**config.mk**
```make
export PLATFORM = sky130hd
export DESIGN_NAME = jump_seq_counter
export DESIGN_NICKNAME = d
export VERILOG_FILES = /design/src/rtl/jump_cnt_pkg.sv /design/src/rtl/jc_next.sv /design/src/rtl/jc_reg.sv /design/src/rtl/jump_seq_counter.sv
export SDC_FILE = /design/constraint.sdc
export NUM_CORES = 1
export LEC_CHECK = 0
export ABC_AREA = 1
export BUFFER_PORTS_ARGS = -buffer_cell sky130_fd_sc_hd__buf_2
export CORE_UTILIZATION = 27
export CTS_BUF_LIST = sky130_fd_sc_hd__clkbuf_16
export DETAILED_ROUTE_END_ITERATION = 7
export PLACE_DENSITY = 0.48
export SYNTH_ARGS = -nofsm -noshare
export SYNTH_HDL_FRONTEND = slang
export SYNTH_SLANG_ARGS = --single-unit
```
**constraint.sdc**
```tcl
create_clock -name clk_i -period 1.7 [get_ports clk_i]
set_input_delay 0 -clock clk_i [delete_from_list [all_inputs] [get_ports clk_i]]
set_output_delay 0 -clock clk_i [all_outputs]
set_load 0.03 [all_outputs]
```
**src/rtl/jump_cnt_pkg.sv**
```systemverilog
package jump_cnt_pkg;
  localparam int CNT_W = 4;
  typedef logic [CNT_W-1:0] cnt_t;

  typedef struct packed {
    cnt_t code;
    logic jump;
  } step_t;
endpackage

```
**src/rtl/jc_next.sv**
```systemverilog
module jc_next
  import jump_cnt_pkg::*;
#(
  parameter int SKIP_FROM = 7,
  parameter int SKIP_TO   = 10,
  parameter int WRAP_FROM = 13,
  parameter int WRAP_TO   = 1
) (
  input  cnt_t  cur_i,
  input  logic  en_i,
  output step_t nxt_o
);
  localparam cnt_t SkipFrom = cnt_t'(SKIP_FROM);
  localparam cnt_t SkipTo   = cnt_t'(SKIP_TO);
  localparam cnt_t WrapFrom = cnt_t'(WRAP_FROM);
  localparam cnt_t WrapTo   = cnt_t'(WRAP_TO);

  cnt_t inc;
  logic illegal;

  assign inc     = cur_i + cnt_t'(1);
  // codes inside the skipped window or at/after the wrap trigger
  assign illegal = ((cur_i >= SkipFrom) && (cur_i < SkipTo)) || (cur_i >= WrapFrom);

  always_comb begin
    nxt_o = '{code: cur_i, jump: 1'b0};
    if (en_i) begin
      if (illegal)               nxt_o = '{code: WrapTo, jump: 1'b0};
      else if (inc == SkipFrom)  nxt_o = '{code: SkipTo, jump: 1'b1};
      else if (inc == WrapFrom)  nxt_o = '{code: WrapTo, jump: 1'b1};
      else                       nxt_o = '{code: inc,    jump: 1'b0};
    end
  end
endmodule

```
**src/rtl/jc_reg.sv**
```systemverilog
module jc_reg #(
  parameter int W = 4
) (
  input  logic         clk_i,
  input  logic         rst_ni,
  input  logic [W-1:0] d_i,
  output logic [W-1:0] q_o
);
  always_ff @(posedge clk_i or negedge rst_ni) begin
    if (!rst_ni) q_o <= '0;
    else         q_o <= d_i;
  end
endmodule

```
**src/rtl/jump_seq_counter.sv**
```systemverilog
module jump_seq_counter
  import jump_cnt_pkg::*;
(
  input  logic             clk_i,
  input  logic             rst_ni,
  input  logic             en_i,
  output logic [CNT_W-1:0] count_o,
  output logic             jump_o
);
  localparam int SkipFrom = 7;
  localparam int SkipTo   = 10;
  localparam int WrapFrom = 13;
  localparam int WrapTo   = 1;

  step_t nxt;
  cnt_t  count_q;
  logic  jump_q;

  jc_next #(
    .SKIP_FROM(SkipFrom), .SKIP_TO(SkipTo),
    .WRAP_FROM(WrapFrom), .WRAP_TO(WrapTo)
  ) u_next (
    .cur_i(count_q),
    .en_i (en_i),
    .nxt_o(nxt)
  );

  jc_reg #(.W(CNT_W)) u_cnt_reg (
    .clk_i (clk_i),
    .rst_ni(rst_ni),
    .d_i   (nxt.code),
    .q_o   (count_q)
  );

  jc_reg #(.W(1)) u_jump_reg (
    .clk_i (clk_i),
    .rst_ni(rst_ni),
    .d_i   (nxt.jump),
    .q_o   (jump_q)
  );

  assign count_o = count_q;
  assign jump_o  = jump_q;


  no_trigger_code_chk: assert property (@(posedge clk_i) disable iff (!rst_ni)
    (count_q != cnt_t'(SkipFrom)) && (count_q != cnt_t'(WrapFrom)));

  skip_step_chk: assert property (@(posedge clk_i) disable iff (!rst_ni)
    (en_i && count_q == cnt_t'(SkipFrom - 1)) |=> (count_q == cnt_t'(SkipTo) && jump_q));

  wrap_step_chk: assert property (@(posedge clk_i) disable iff (!rst_ni)
    (en_i && count_q == cnt_t'(WrapFrom - 1)) |=> (count_q == cnt_t'(WrapTo) && jump_q));

  jump_single_chk: assert property (@(posedge clk_i) disable iff (!rst_ni)
    jump_q |=> !jump_q);

  jump_target_chk: assert property (@(posedge clk_i) disable iff (!rst_ni)
    jump_q |-> (count_q == cnt_t'(SkipTo) || count_q == cnt_t'(WrapTo)));

  hold_chk: assert property (@(posedge clk_i) disable iff (!rst_ni)
    !en_i |=> ($stable(count_q) && !jump_q));
endmodule

```
==> impl_metrics.toml, run 1 <==
[outcome]
status = "finished with violations"
violations = "DRC"

[synthesis]
synthMuxAreaShare_pct = 0
synth_area_per_cell_um2 = 7.31
synth_nets = 58
synthXorXnorAreaFrac_pct = 0
yosys_warnings = 0
synth_top_family_by_area = "simple AND/OR/NAND/NOR gates"
ys_types = 14
async_flop_share_pct = 100
synth_simple_gate_area_share_pct = 36.2
synth-seq-cells = 5
synth-main-ff-cell = "dfrtp_1"
synth_fa_ha_area_share_pct = 13.4
ys_seq_area_share_pct = 33.6
synth_edf_count = 0
syn_inst = 51
synth_compound_area_share_pct = 7.72
syn_area_um2 = 373

[setup_path]
r2r-end = "u_cnt_reg.q_o[0]$_DFFE_PN0P_"
critPathArrivalTime_ns = 1.51
crit_fanout = 7
ff2ff_setup_slack_ns = 0.30
worstPathRequired_ns = 1.81
cp-start-kind = "flop"
endpoint = "u_cnt_reg.q_o[0]$_DFFE_PN0P_"
end_kind = "flop"
crit_type = "flop to flop"
r2r_cells = 7
reg2reg_from = "u_cnt_reg.q_o[0]$_DFFE_PN0P_"
cp-startpoint = "u_cnt_reg.q_o[0]$_DFFE_PN0P_"

[layout]
nNetsFinal = 71
antenna_cells = 0
final_common_cell = "nand2_1"
fillers = 139
layout_common_cells = "12 x nand2_1, 10 x inv_1, 7 x buf_2"
area_growth_pct = 38.3
design_area_um2 = 515
drive_gt1_share_pct = 27.0

[route]
drc = 1
routed_wl_um = 856
dr.first_iter.drc_count = 14
dr.pass1.iters = 8
ant_nets = 0
wl_per_cell_um = 11.0
num_vias = 353
vias_per_cell = 4.53

[clock_tree]
cts_hold_buf = 1
cts_root_buf = "clkbuf_16"
clk_latency_ns = 0.22
numClockSinks = 5
htreeDepth = 1
cts_buffer_depth = 2
post_cts_buffers = 0
cts_tree = "built"
clk_pin_slew_ns = 0.03
cts_buffers = 3
ctsResizeCount = 0

[placement]
dp_hpwl_um = 640
gp_congestion = 0.779
post_dp_cell_area_um2 = 427
port_buffers = 7

[pwr]
p_leak_nw = 0.281
peakVddDrop_mv = 0.503
powerDensity_nw_per_um2 = 2090

[grt]
grt_remaining_overflow = 0
grt_max_degree = 9
antenna_found_initial = 0
grt_pass1_wl_mm = 1.28
grt_usage_pct = 12.9
grt_pass1_vias = 325

[sta]
finalCriticalPeriod_ns = 1.40
setup_tns_ns = 0
rsz0062_at_grt = "false"
tightest_slew_ns = 0.284
maxSlewHeadroom_pct = 81.1
finalSetupViolations = 0
max_freq_mhz = 712
slew_viol_final = 0
fin_skew_ns = 0.00254
post-route-period-util_pct = 82.6
hold_viol_final = 0

[hold_path]
worstHoldPathType = "input port to flop"

[die]
core_um2 = 1280
design.die.area_um2 = 1530
dieWidth_um = 39.2
initial_utilization_pct = 29.0
ios = 8
core.rowCount = 13
fp.dieH_um = 39.2

[job]
cap_violations = 0
==> cells by family after synthesis <==
| kind of cell | Yosys count |
|---|---|
| AND/OR/NAND/NOR | 28 |
| buffers and inverters | 9 |
| AO/OA/AOI/OAI | 5 |
| flip-flops | 5 |
| adder cells (fa/ha/maj) | 4 |
==> state kept, by name, indices dropped and copies added (netlist names) <==
name / cells
u_cnt_reg.q_o: 4
u_jump_reg.q_o: 1
==> final cells by class <==
| type | count | area [um2] | share of cell area [%] |
|---|---|---|---|
| Multi-Input combinational cell | 37 | 214 | 41.5 |
| Sequential cell | 5 | 125 | 24.3 |
| Clock buffer | 3 | 75.1 | 14.6 |
| Timing Repair Buffer | 8 | 45.0 | 8.74 |
| Inverter | 9 | 33.8 | 6.55 |
| Tap cell | 15 | 18.8 | 3.64 |
| Clock inverter | 1 | 3.75 | 0.728 |
==> worst min path at each step <==
| stage | cells after the start | to | start |
|---|---|---|---|
| floorplan | 0 | u_cnt_reg.q_o[0]$_DFFE_PN0P_ | rst_ni |
| global placement | 1 | u_cnt_reg.q_o[1]$_DFFE_PN0P_ | rst_ni |
| detailed placement | 1 | u_jump_reg.q_o$_DFF_PN0_ | rst_ni |
| CTS | 2 | u_cnt_reg.q_o[1]$_DFFE_PN0P_ | en_i |
| global route | 2 | u_cnt_reg.q_o[1]$_DFFE_PN0P_ | en_i |
| finish | 2 | u_cnt_reg.q_o[1]$_DFFE_PN0P_ | en_i |
==> synthesized netlist by cell type, types with 2 or more instances <==
master / n / area, um2
nand2_2: 4 / 25.0
nor2_2: 2 / 12.5
o21ai_0: 2 / 10.0
ha_1: 4 / 50.1
nand4_1: 2 / 12.5
nor2_1: 2 / 7.51
dfrtp_1: 5 / 125
nand2_1: 12 / 45.0
nand3_1: 5 / 25.0
inv_1: 9 / 33.8
==> layer usage <==
metal | vias to the layer above | track usage (%) | wire length, um
met3 | 2 | 3.47 | 22
li1 | 184 | - | -
met4 | 0 | 9.48 | 19
met2 | 6 | 21.3 | 402
met1 | 161 | 13.7 | 411
met5 | - | 0 | 0
==> report_power, final <==
group	internal [mW]	switching, mW	total, mW
clock	0.304	0.0727	0.377
combinational	0.149	0.304	0.453
sequential	0.164	0.0823	0.247
==> metrics by stage <==
step	setup WS [ns]	cells	hold WS (ns)	util [%]	total power, mW
5_1_grt	0.154	78	0.0691	40.1	1.17
6_report	0.296	78	0.0576	40.1	1.08
2_1_floorplan	0.232	51	-0.296	-	0.575
4_1_cts	0.278	78	0.0538	40.1	1.09
3_5_place_dp	0.289	73	-0.179	33.2	0.705
3_3_place_gp	0.297	73	-0.184	33.2	0.697
==> critical path, cell delays in order (launching register included) <==
cell	delay (ns)
dfrtp_1	0.45
inv_1	0.15
ha_1	0.19
nand4_1	0.11
nand2_2	0.13
nand2_2	0.06
nor2_2	0.13
a21oi_2	0.06
(Power assumes the default switching activity.)
==> inputs of run 2 (changes only) <==
==> constraint.sdc (replaced) <==
create_clock -name clk_i -period 1.4 [get_ports clk_i]
set_input_delay 0 -clock clk_i [delete_from_list [all_inputs] [get_ports clk_i]]
set_output_delay 0 -clock clk_i [all_outputs]
set_load 0.03 [all_outputs]
==> run 2 against run 1 <==
Cell count up 2.6%. The run now ends clean. Sequential power is 21% higher. Final area is 5.8% higher.
==> impl_metrics.toml, run 2 (synthesized netlist as in run 1, its figures left out) <==
[setup_path]
endpoint = "u_cnt_reg.q_o[0]$_DFFE_PN0P_"
crit_fanout = 7
r2r-end = "u_cnt_reg.q_o[0]$_DFFE_PN0P_"
end_kind = "flop"
cp-startpoint = "u_cnt_reg.q_o[0]$_DFFE_PN0P_"
worstPathRequired_ns = 1.51
critPathArrivalTime_ns = 1.42
reg2reg_from = "u_cnt_reg.q_o[0]$_DFFE_PN0P_"
r2r_cells = 7
crit_type = "flop to flop"
cp-start-kind = "flop"
ff2ff_setup_slack_ns = 0.09

[sta]
max_freq_mhz = 764
finalCriticalPeriod_ns = 1.31
setup_tns_ns = 0
rsz0062_at_grt = "false"
finalSetupViolations = 0
fin_skew_ns = 0.00217
post-route-period-util_pct = 93.5
maxSlewHeadroom_pct = 83.0
holdWs_ns = 0.0729
hold_viol_final = 0
setup_slack_ns = 0.0906
slew_viol_final = 0
tightest_slew_ns = 0.255

[pwr]
seq_power_share_pct = 21.3
intPower_mw = 0.807
p_leak_nw = 0.287
clockPowerShare_pct = 33.2
powerDensity_nw_per_um2 = 2560
peakVddDrop_mv = 1.14
p_comb_share_pct = 45.5
switchingPower_mw = 0.592
switching_share_pct = 42.3

[die]
initial_utilization_pct = 29.0
core.rowCount = 13
fp.dieH_um = 39.2
ios = 8
core_um2 = 1280
design.die.area_um2 = 1530
dieWidth_um = 39.2

[route]
routed_wl_um = 869
dr.pass1.iters = 4
dr.first_iter.drc_count = 4
vias_per_cell = 4.58
drc = 0
num_vias = 366
wl_per_cell_um = 10.9
ant_nets = 0

[placement]
post_dp_cell_area_um2 = 444
port_buffers = 7
dp_cells = 75
pre_cts_slack_ns = 0.0494
dp_hpwl_um = 661
gp_congestion = 0.766

[clock_tree]
cts_tree = "built"
post_cts_buffers = 0
clk_latency_ns = 0.23
numClockSinks = 5
cts_buffers = 3
clk_pin_slew_ns = 0.03
cts_buffer_depth = 2
cts_root_buf = "clkbuf_16"
htreeDepth = 1

[layout]
area_growth_pct = 46.3
drive_gt1_share_pct = 40.0
final_common_cell = "nand2_1"
design_area_um2 = 546
instances_no_fill = 80
top_regs = "u_cnt_reg.q_o: 4 flops, u_jump_reg.q_o: 1 flops"
top_register = "u_cnt_reg.q_o"
nNetsFinal = 73
layout_common_cells = "11 x nand2_1, 8 x inv_1, 7 x buf_2"
largest_reg_flops = 4
antenna_cells = 0

[grt]
grt_remaining_overflow = 0
grt_max_degree = 9
antenna_found_initial = 0
grt_pass1_vias = 303
grt_pass1_wl_mm = 1.40
grt_usage_pct = 14.4

[outcome]
status = "finished, final reports clean"

[hold_path]
worstHoldPathCells = 2
worstHoldPathType = "input port to flop"

[job]
cap_violations = 0
## run 2: cell type report
cell class	instances	area (um2)
Fill cell	136	739
Multi-Input combinational cell	37	226
Sequential cell	5	128
Clock buffer	3	75.1
Timing Repair Buffer	10	60.1
Inverter	9	33.8
Tap cell	15	18.8
Clock inverter	1	3.75
## run 2: through the flow
stage               total power, mW  util, %
floorplan                     0.704        -
CTS                            1.38     41.5
finish                         1.40     42.5
global placement              0.898     34.6
detailed placement            0.905     34.6
global route                   1.50     42.5
## run 2: power groups by stage
stage                     clock network, mW  logic, mW  registers (mW)
after global routing                  0.489      0.708           0.308
final                                 0.464      0.636           0.298
after CTS                             0.474      0.619           0.290
after detailed placement                  0      0.611           0.293
after floorplan                           0      0.318           0.387
after global placement                    0      0.600           0.298
## run 2: how the worst min path moves through the flow
| stage | startpoint | to | slack [ns] |
|---|---|---|---|
| floorplan | rst_ni | u_cnt_reg.q_o[0]$_DFFE_PN0P_ | -0.30 |
| global placement | rst_ni | u_cnt_reg.q_o[2]$_DFFE_PN0P_ | -0.18 |
| detailed placement | rst_ni | u_cnt_reg.q_o[2]$_DFFE_PN0P_ | -0.18 |
| CTS | en_i | u_cnt_reg.q_o[1]$_DFFE_PN0P_ | 0.07 |
| global route | en_i | u_cnt_reg.q_o[1]$_DFFE_PN0P_ | 0.11 |
| finish | en_i | u_cnt_reg.q_o[1]$_DFFE_PN0P_ | 0.07 |
## run 2: per-layer routing
layer	vias to the layer above	global-route usage, %	wire [um]
met3	0	8.67	22
met4	0	0	0
met2	4	20.0	390
li1	193	-	-
met1	169	19.9	456
met5	-	0	0
## run 2: what timing repair did
action	CTS	global route
endpoints found under the setup margin	0	2
hold buffers	1	0
endpoints found under the hold margin	5	0
gates resized for setup	0	6
## run 2: critical path: stages, from the launching register on
cell and delay [ns]:
dfrtp_2 0.45, inv_2 0.09, ha_1 0.17, nand4_1 0.11, nand2_2 0.12, nand2_2 0.08, nor2_4 0.12, a21oi_2 0.05
